### src/rtl/nandc_pkg.sv
package nandc_pkg;
   localparam int ADDR_W = 4;
   localparam logic [3:0] A_ACT    = 4'h0;
   localparam logic [3:0] A_DEVSEL = 4'h1;
   localparam logic [3:0] A_NDEV   = 4'h2;
   localparam logic [3:0] A_STAT   = 4'h3;
   localparam logic [3:0] A_EN     = 4'h4;
   localparam logic [3:0] A_CFG    = 4'h5;
   localparam logic [3:0] A_LBA    = 4'h6;
   localparam logic [3:0] A_FDAT   = 4'h8;
   localparam logic [3:0] A_ROW    = 4'hC;
   localparam int NUM_EVT  = 5;
   localparam int NUM_IRQ  = 2;
   localparam int IRQ_ILL  = 0;
   localparam int IRQ_DONE = 1;
endpackage

### src/rtl/nandc_byte_loader.sv
module nandc_byte_loader #(
   parameter int N         = 8,
   parameter bit MSB_FIRST = 1'b0,
   parameter bit WRAP      = 1'b0
) (
   input  logic           clk,
   input  logic           rst_n,
   input  logic           wr_en,
   input  logic           ptr_clr,
   input  logic [7:0]     wdata,
   output logic [N*8-1:0] bytes_o,
   output logic           last_o
);
   localparam int PW = $clog2(N + 1);
   localparam logic [PW-1:0] P_LAST = PW'(N - 1);
   localparam logic [PW-1:0] P_END  = PW'(N);

   if (N < 1) begin : g_bad_n
      $error("nandc_byte_loader: N must be at least 1");
   end

   logic [PW-1:0] ptr_q;
   logic          accept;

   assign accept = wr_en && (ptr_q < P_END);

   always_ff @(posedge clk or negedge rst_n) begin
      if (!rst_n) begin
         ptr_q  <= '0;
         last_o <= 1'b0;
      end else begin
         last_o <= accept && (ptr_q == P_LAST);
         if (accept) begin
            if (ptr_q == P_LAST) ptr_q <= WRAP ? '0 : P_END;
            else                 ptr_q <= ptr_q + 1'b1;
         end else if (ptr_clr) begin
            ptr_q <= '0;
         end
      end
   end

   for (genvar i = 0; i < N; i++) begin : g_byte
      localparam logic [PW-1:0] SLOT = MSB_FIRST ? PW'(N - 1 - i) : PW'(i);
      always_ff @(posedge clk or negedge rst_n) begin
         if (!rst_n)                         bytes_o[i*8 +: 8] <= 8'h00;
         else if (accept && ptr_q == SLOT)   bytes_o[i*8 +: 8] <= wdata;
      end
   end
endmodule

### src/rtl/nandc_irq_ctl.sv
module nandc_irq_ctl #(
   parameter int NSRC = 2
) (
   input  logic            clk,
   input  logic            rst_n,
   input  logic [NSRC-1:0] set_i,
   input  logic            clr_wr,
   input  logic            en_wr,
   input  logic [7:0]      wdata,
   input  logic            act_wr,
   input  logic            act_run,
   output logic [NSRC-1:0] status_o,
   output logic [NSRC-1:0] enable_o,
   output logic            run_o,
   output logic            irq_o
);
   if (NSRC < 1 || NSRC > 8) begin : g_bad_nsrc
      $error("nandc_irq_ctl: NSRC must be 1..8");
   end

   logic [NSRC-1:0] status_n, enable_n;
   logic            irq_n, run_n;

   always_comb begin
      status_n = (status_o & ~(clr_wr ? wdata[NSRC-1:0] : '0)) | set_i;
      enable_n = en_wr ? wdata[NSRC-1:0] : enable_o;
      irq_n    = |(status_n & enable_n);
      if (irq_n)       run_n = 1'b0;
      else if (act_wr) run_n = act_run;
      else             run_n = run_o;
   end

   always_ff @(posedge clk or negedge rst_n) begin
      if (!rst_n) begin
         status_o <= '0;
         enable_o <= '0;
         run_o    <= 1'b0;
      end else begin
         status_o <= status_n;
         enable_o <= enable_n;
         run_o    <= run_n;
      end
   end

   assign irq_o = |(status_o & enable_o);
endmodule

### src/rtl/nandc_evt_strobe.sv
module nandc_evt_strobe #(
   parameter int NEVT = 5
) (
   input  logic                    clk,
   input  logic                    rst_n,
   input  logic                    fire,
   input  logic [$clog2(NEVT)-1:0] idx,
   input  logic [7:0]              wdata,
   output logic [NEVT-1:0]         stb_o,
   output logic [7:0]              data_o
);
   for (genvar e = 0; e < NEVT; e++) begin : g_stb
      always_ff @(posedge clk or negedge rst_n) begin
         if (!rst_n) stb_o[e] <= 1'b0;
         else        stb_o[e] <= fire && (idx == ($clog2(NEVT))'(e));
      end
   end

   always_ff @(posedge clk or negedge rst_n) begin
      if (!rst_n)    data_o <= 8'h00;
      else if (fire) data_o <= wdata;
   end
endmodule

### src/rtl/nandc_regfront.sv
module nandc_regfront
   import nandc_pkg::*;
#(
   parameter int CFG_BYTES = 8,
   parameter int LBA_BYTES = 2
) (
   input  logic                   clk,
   input  logic                   rst_n,
   input  logic                   bus_wr,
   input  logic                   bus_rd,
   input  logic [ADDR_W-1:0]      bus_addr,
   input  logic [7:0]             bus_wdata,
   output logic [7:0]             bus_rdata,
   input  logic                   seq_done,
   output logic                   run,
   output logic                   irq,
   output logic [7:0]             dev_sel,
   output logic [NUM_EVT-1:0]     evt_stb,
   output logic [7:0]             evt_data,
   output logic [CFG_BYTES*8-1:0] cfg_bytes,
   output logic                   cfg_valid,
   output logic [LBA_BYTES*8-1:0] lba
);
   localparam int EIW = $clog2(NUM_EVT);

   if (CFG_BYTES < 2) begin : g_bad_cfg
      $error("nandc_regfront: CFG_BYTES must be at least 2");
   end
   if (LBA_BYTES < 1) begin : g_bad_lba
      $error("nandc_regfront: LBA_BYTES must be at least 1");
   end

   logic               rd_eff;
   logic               w_act, w_dev, w_ndev, w_stat, w_en, w_cfg, w_lba, w_evt;
   logic               r_cfg, r_lba;
   logic               dev_bad, evt_bad, evt_ok;
   logic [EIW-1:0]     evt_idx;
   logic [7:0]         ndev_q;
   logic [NUM_IRQ-1:0] stat_q, en_q, irq_set;

   assign rd_eff = bus_rd && !bus_wr;

   always_comb begin
      w_act = 1'b0; w_dev = 1'b0; w_ndev = 1'b0; w_stat = 1'b0;
      w_en  = 1'b0; w_cfg = 1'b0; w_lba  = 1'b0;
      if (bus_wr) begin
         case (bus_addr)
            A_ACT:    w_act  = 1'b1;
            A_DEVSEL: w_dev  = 1'b1;
            A_NDEV:   w_ndev = 1'b1;
            A_STAT:   w_stat = 1'b1;
            A_EN:     w_en   = 1'b1;
            A_CFG:    w_cfg  = 1'b1;
            A_LBA:    w_lba  = 1'b1;
            default:  ;
         endcase
      end
   end

   assign w_evt   = bus_wr && (bus_addr >= A_FDAT) && (bus_addr <= A_ROW);
   assign evt_idx = EIW'(bus_addr - A_FDAT);
   assign r_cfg   = rd_eff && (bus_addr == A_CFG);
   assign r_lba   = rd_eff && (bus_addr == A_LBA);

   assign dev_bad = w_dev && (bus_wdata >= ndev_q);
   assign evt_bad = w_evt && run;
   assign evt_ok  = w_evt && !run;

   always_comb begin
      irq_set           = '0;
      irq_set[IRQ_ILL]  = dev_bad || evt_bad;
      irq_set[IRQ_DONE] = seq_done;
   end

   always_ff @(posedge clk or negedge rst_n) begin
      if (!rst_n) begin
         ndev_q  <= 8'h00;
         dev_sel <= 8'h00;
      end else begin
         if (w_ndev)            ndev_q  <= bus_wdata;
         if (w_dev && !dev_bad) dev_sel <= bus_wdata;
      end
   end

   nandc_irq_ctl #(.NSRC(NUM_IRQ)) u_irq (
      .clk      (clk),
      .rst_n    (rst_n),
      .set_i    (irq_set),
      .clr_wr   (w_stat),
      .en_wr    (w_en),
      .wdata    (bus_wdata),
      .act_wr   (w_act),
      .act_run  (bus_wdata[0]),
      .status_o (stat_q),
      .enable_o (en_q),
      .run_o    (run),
      .irq_o    (irq)
   );

   nandc_evt_strobe #(.NEVT(NUM_EVT)) u_evt (
      .clk    (clk),
      .rst_n  (rst_n),
      .fire   (evt_ok),
      .idx    (evt_idx),
      .wdata  (bus_wdata),
      .stb_o  (evt_stb),
      .data_o (evt_data)
   );

   nandc_byte_loader #(.N(CFG_BYTES), .MSB_FIRST(1'b0), .WRAP(1'b0)) u_cfg (
      .clk     (clk),
      .rst_n   (rst_n),
      .wr_en   (w_cfg),
      .ptr_clr (r_cfg),
      .wdata   (bus_wdata),
      .bytes_o (cfg_bytes),
      .last_o  (cfg_valid)
   );

   logic lba_last_unused;
   nandc_byte_loader #(.N(LBA_BYTES), .MSB_FIRST(1'b1), .WRAP(1'b1)) u_lba (
      .clk     (clk),
      .rst_n   (rst_n),
      .wr_en   (w_lba),
      .ptr_clr (r_lba),
      .wdata   (bus_wdata),
      .bytes_o (lba),
      .last_o  (lba_last_unused)
   );

   always_comb begin
      case (bus_addr)
         A_ACT:    bus_rdata = {7'b0, run};
         A_DEVSEL: bus_rdata = dev_sel;
         A_NDEV:   bus_rdata = ndev_q;
         A_STAT:   bus_rdata = {{(8-NUM_IRQ){1'b0}}, stat_q};
         A_EN:     bus_rdata = {{(8-NUM_IRQ){1'b0}}, en_q};
         default:  bus_rdata = 8'h00;
      endcase
   end
endmodule

### config.mk
export PLATFORM = sky130hd
export DESIGN_NAME = nandc_regfront
export DESIGN_NICKNAME = d
export VERILOG_FILES = /design/src/rtl/nandc_pkg.sv /design/src/rtl/nandc_byte_loader.sv /design/src/rtl/nandc_irq_ctl.sv /design/src/rtl/nandc_evt_strobe.sv /design/src/rtl/nandc_regfront.sv
export SDC_FILE = /design/constraint.sdc
export NUM_CORES = 1
export LEC_CHECK = 0
export BUFFER_PORTS_ARGS = -buffer_cell sky130_fd_sc_hd__buf_2
export CAP_MARGIN = 0
export CORE_UTILIZATION = 30
export DETAILED_ROUTE_END_ITERATION = 7
export HOLD_SLACK_MARGIN = 0.1
export PLACE_DENSITY = 0.53
export SKIP_LAST_GASP = 1
export SYNTH_ARGS = -nofsm -noshare
export SYNTH_HDL_FRONTEND = slang
export SYNTH_SLANG_ARGS = --single-unit
### constraint.sdc
create_clock -name clk -period 2.88 [get_ports clk]
set_input_delay 0.432 -clock clk [delete_from_list [all_inputs] [get_ports clk]]
set_output_delay 0.432 -clock clk [all_outputs]
set_load 0.02 [all_outputs]
==> qor.csv <==
metric;value;unit
status;finished, final reports clean;
vias;3567;
grt_pass1_vias;3650;
r2r-start;ndev_q[2]$_DFFE_PN0P_;
maxSlewViolCount;0;
multi_input_area;2030;um^2
finalInstanceArea;6820;um^2
synth_edf_count;0;
portBuffers;128;
core;16800;um^2
path_max_fanout;8;
synth-seq-area-share;58.1;%
drive_gt1_share;55.4;%
clkSlewWorstSetupHoldPaths;0.06;ns
power_density;851;nW/um^2
wl_per_cell;18.4;um
worstMarginPinSlew;0.772;ns
clock_skew;0.00344;ns
drt_iter0_markers;197;
post_cts.repair.setup_buffers;0;
wl;13800;um
timing.hold.ws;0.0825;ns
cts_tree;yes;
syn_area_per_cell;13.9;um^2
setup_viol;0;
start_kind;flop;
antenna_found_initial;0;
die_h;134;um
synth.distinct_cells;41;
grt_pass1_wl;21300;um
ant_nets;0;
ff_latch_area;3030;um^2
fill_cells;1590;
worst_slew_margin_rel;48.5;%
ys_top_cells_by_area;dfrtp_1 (58%), mux2_2 (23%), ha_1 (2.9%);
drc;0;
fin_nets;543;
area_delta_synth_final;30.9;%
arrival;2.30;ns
initial_core_util;31.1;%
post-route-period-util;69.2;%
required;3.18;ns
hold_viol_final;0;
fin_total_pwr;5.80;mW
cap_violations;0;
tns;0;ns
io-pin-count;129;
grt_use_total;16.1;%
cts_max_level;4;
yosysTopAreaCellShare;58.1;%
synth_fp_nets;404;
fmax;0.502;GHz
ys_ff_latch;121;
setup_ws;0.886;ns
gp_congestion;0.781;
hold_buffers;0;
cts_max_path_buffers;2;
dieArea;17900;um^2
rr_worst_depth;8;
rsz0062_at_grt;false;
gr-total-overflow;0;
cts.sinks;121;
synth_top_area_cell;dfrtp_1;
peakVddDrop;0.000403;V
placedInstanceArea;6130;um^2
first_pass_iters;4;
cts_buffers;17;
rows;47;
die_w;134;um
hold_class;in -> async;
synth_most_common_cell;dfrtp_1;
reg2reg_to;dev_sel[1]$_DFFE_PN0P_;
hpwl;9630;um
grt_max_degree;59;
viasPerCell;4.78;
synth_area;5210;um^2
ys.flop_type;dfrtp_1;
ctsResizeCount;0;
ys_async_sr_fraction;100;%
pre_cts_slack;0.586;ns
synthesis.instances;375;
r2r_setup_slack;0.89;ns
critPathKind;reg -> reg;
cts_root_buf;clkbuf_16;
leakage;3.61;nW
insertedDiodeCount;0;
layout_min_cycle_time;1.99;ns
synthTopCellsByCount;dfrtp_1 (121), mux2_2 (105), inv_1 (17), nor2_1 (14), ha_1 (12);
ys_warn_count;0;
worstSetupEndpointType;flop;
insertion_delay;0.42;ns
[flip-flops by register name, indices dropped and copies added, names as in the netlist, 4 cells and up]
register,count
dev_sel,8
ndev_q,8
u_cfg.bytes_o,64
u_evt.stb_o,5
u_cfg.ptr_q,4
u_lba.bytes_o,16
u_evt.data_o,8
[metrics by stage]
step                      cells  util, %
final                       747     40.7
after global routing        747     40.7
after CTS                   747     40.7
after detailed placement    715     36.6
after global placement      715     36.6
after floorplan             375        -
[area by class of cell]
| class | count | share of cell area [%] |
|---|---|---|
| Inverter | 17 | 0.936 |
| Multi-Input combinational cell | 218 | 29.7 |
| Clock inverter | 14 | 3.60 |
| Timing Repair Buffer | 139 | 10.8 |
| Sequential cell | 121 | 44.4 |
| Clock buffer | 18 | 6.44 |
| Tap cell | 220 | 4.04 |
[layer usage]
layer	vias to the layer above	wire length, um	GRT usage (%)
li1	1627	-	-
met1	1827	5970	19.8
met2	96	6790	25.6
met3	17	736	5.75
met4	0	259	6.63
met5	-	0	0
[power by group]
part	internal, mW	switching (mW)
clock	1.65	0.811
combinational	0.474	0.697
sequential	1.98	0.185
total	4.11	1.69
[critical path: stages (launching register included)]
cell and delay (ns):
dfrtp_1 0.37, inv_1 0.05, ha_1 0.28, and3_1 0.18
o21ai_0 0.15, a31oi_1 0.14, nor3b_2 0.17, buf_4 0.19
mux2_2 0.35
[logic make-up (layout without fill, tap and decap cells)]
| family | Yosys count | after routing | synth area share [%] |
|---|---|---|---|
| AOI/OAI and AO/OA | 44 | 44 | 5.89 |
| adders and majority gates | 12 | 12 | 2.88 |
| buffers and inverters | 36 | 188 | 2.96 |
| DFF | 121 | 121 | 58.1 |
| muxes | 106 | 106 | 22.9 |
| and+or+nand+nor | 56 | 56 | 7.23 |
[layout by cell type (no fill, tap or decap), types with 6 or more instances in the layout]
cell / instances
mux2_2: 105
dfrtp_1: 121
inv_1: 17
nand2_1: 11
buf_2: 127
bufinv_16: 6
buf_4: 11
ha_1: 12
nor2_1: 14
a31oi_1: 6
o21ai_0: 10
clkbuf_16: 17
a22oi_1: 8
[how the worst max path moves through the flow]
stage,endpoint,cells past startpoint,slack [ns],startpoint
after CTS,bus_rdata[0],6,0.86,dev_sel[0]$_DFFE_PN0P_
after global placement,dev_sel[5]$_DFFE_PN0P_,8,0.61,bus_wdata[2]
final,dev_sel[1]$_DFFE_PN0P_,8,0.89,ndev_q[2]$_DFFE_PN0P_
after floorplan,dev_sel[1]$_DFFE_PN0P_,6,0.82,bus_wdata[2]
after detailed placement,dev_sel[1]$_DFFE_PN0P_,8,0.59,bus_wdata[2]
after global routing,dev_sel[0]$_DFFE_PN0P_,8,0.78,ndev_q[2]$_DFFE_PN0P_
(Power assumes the default switching activity.)
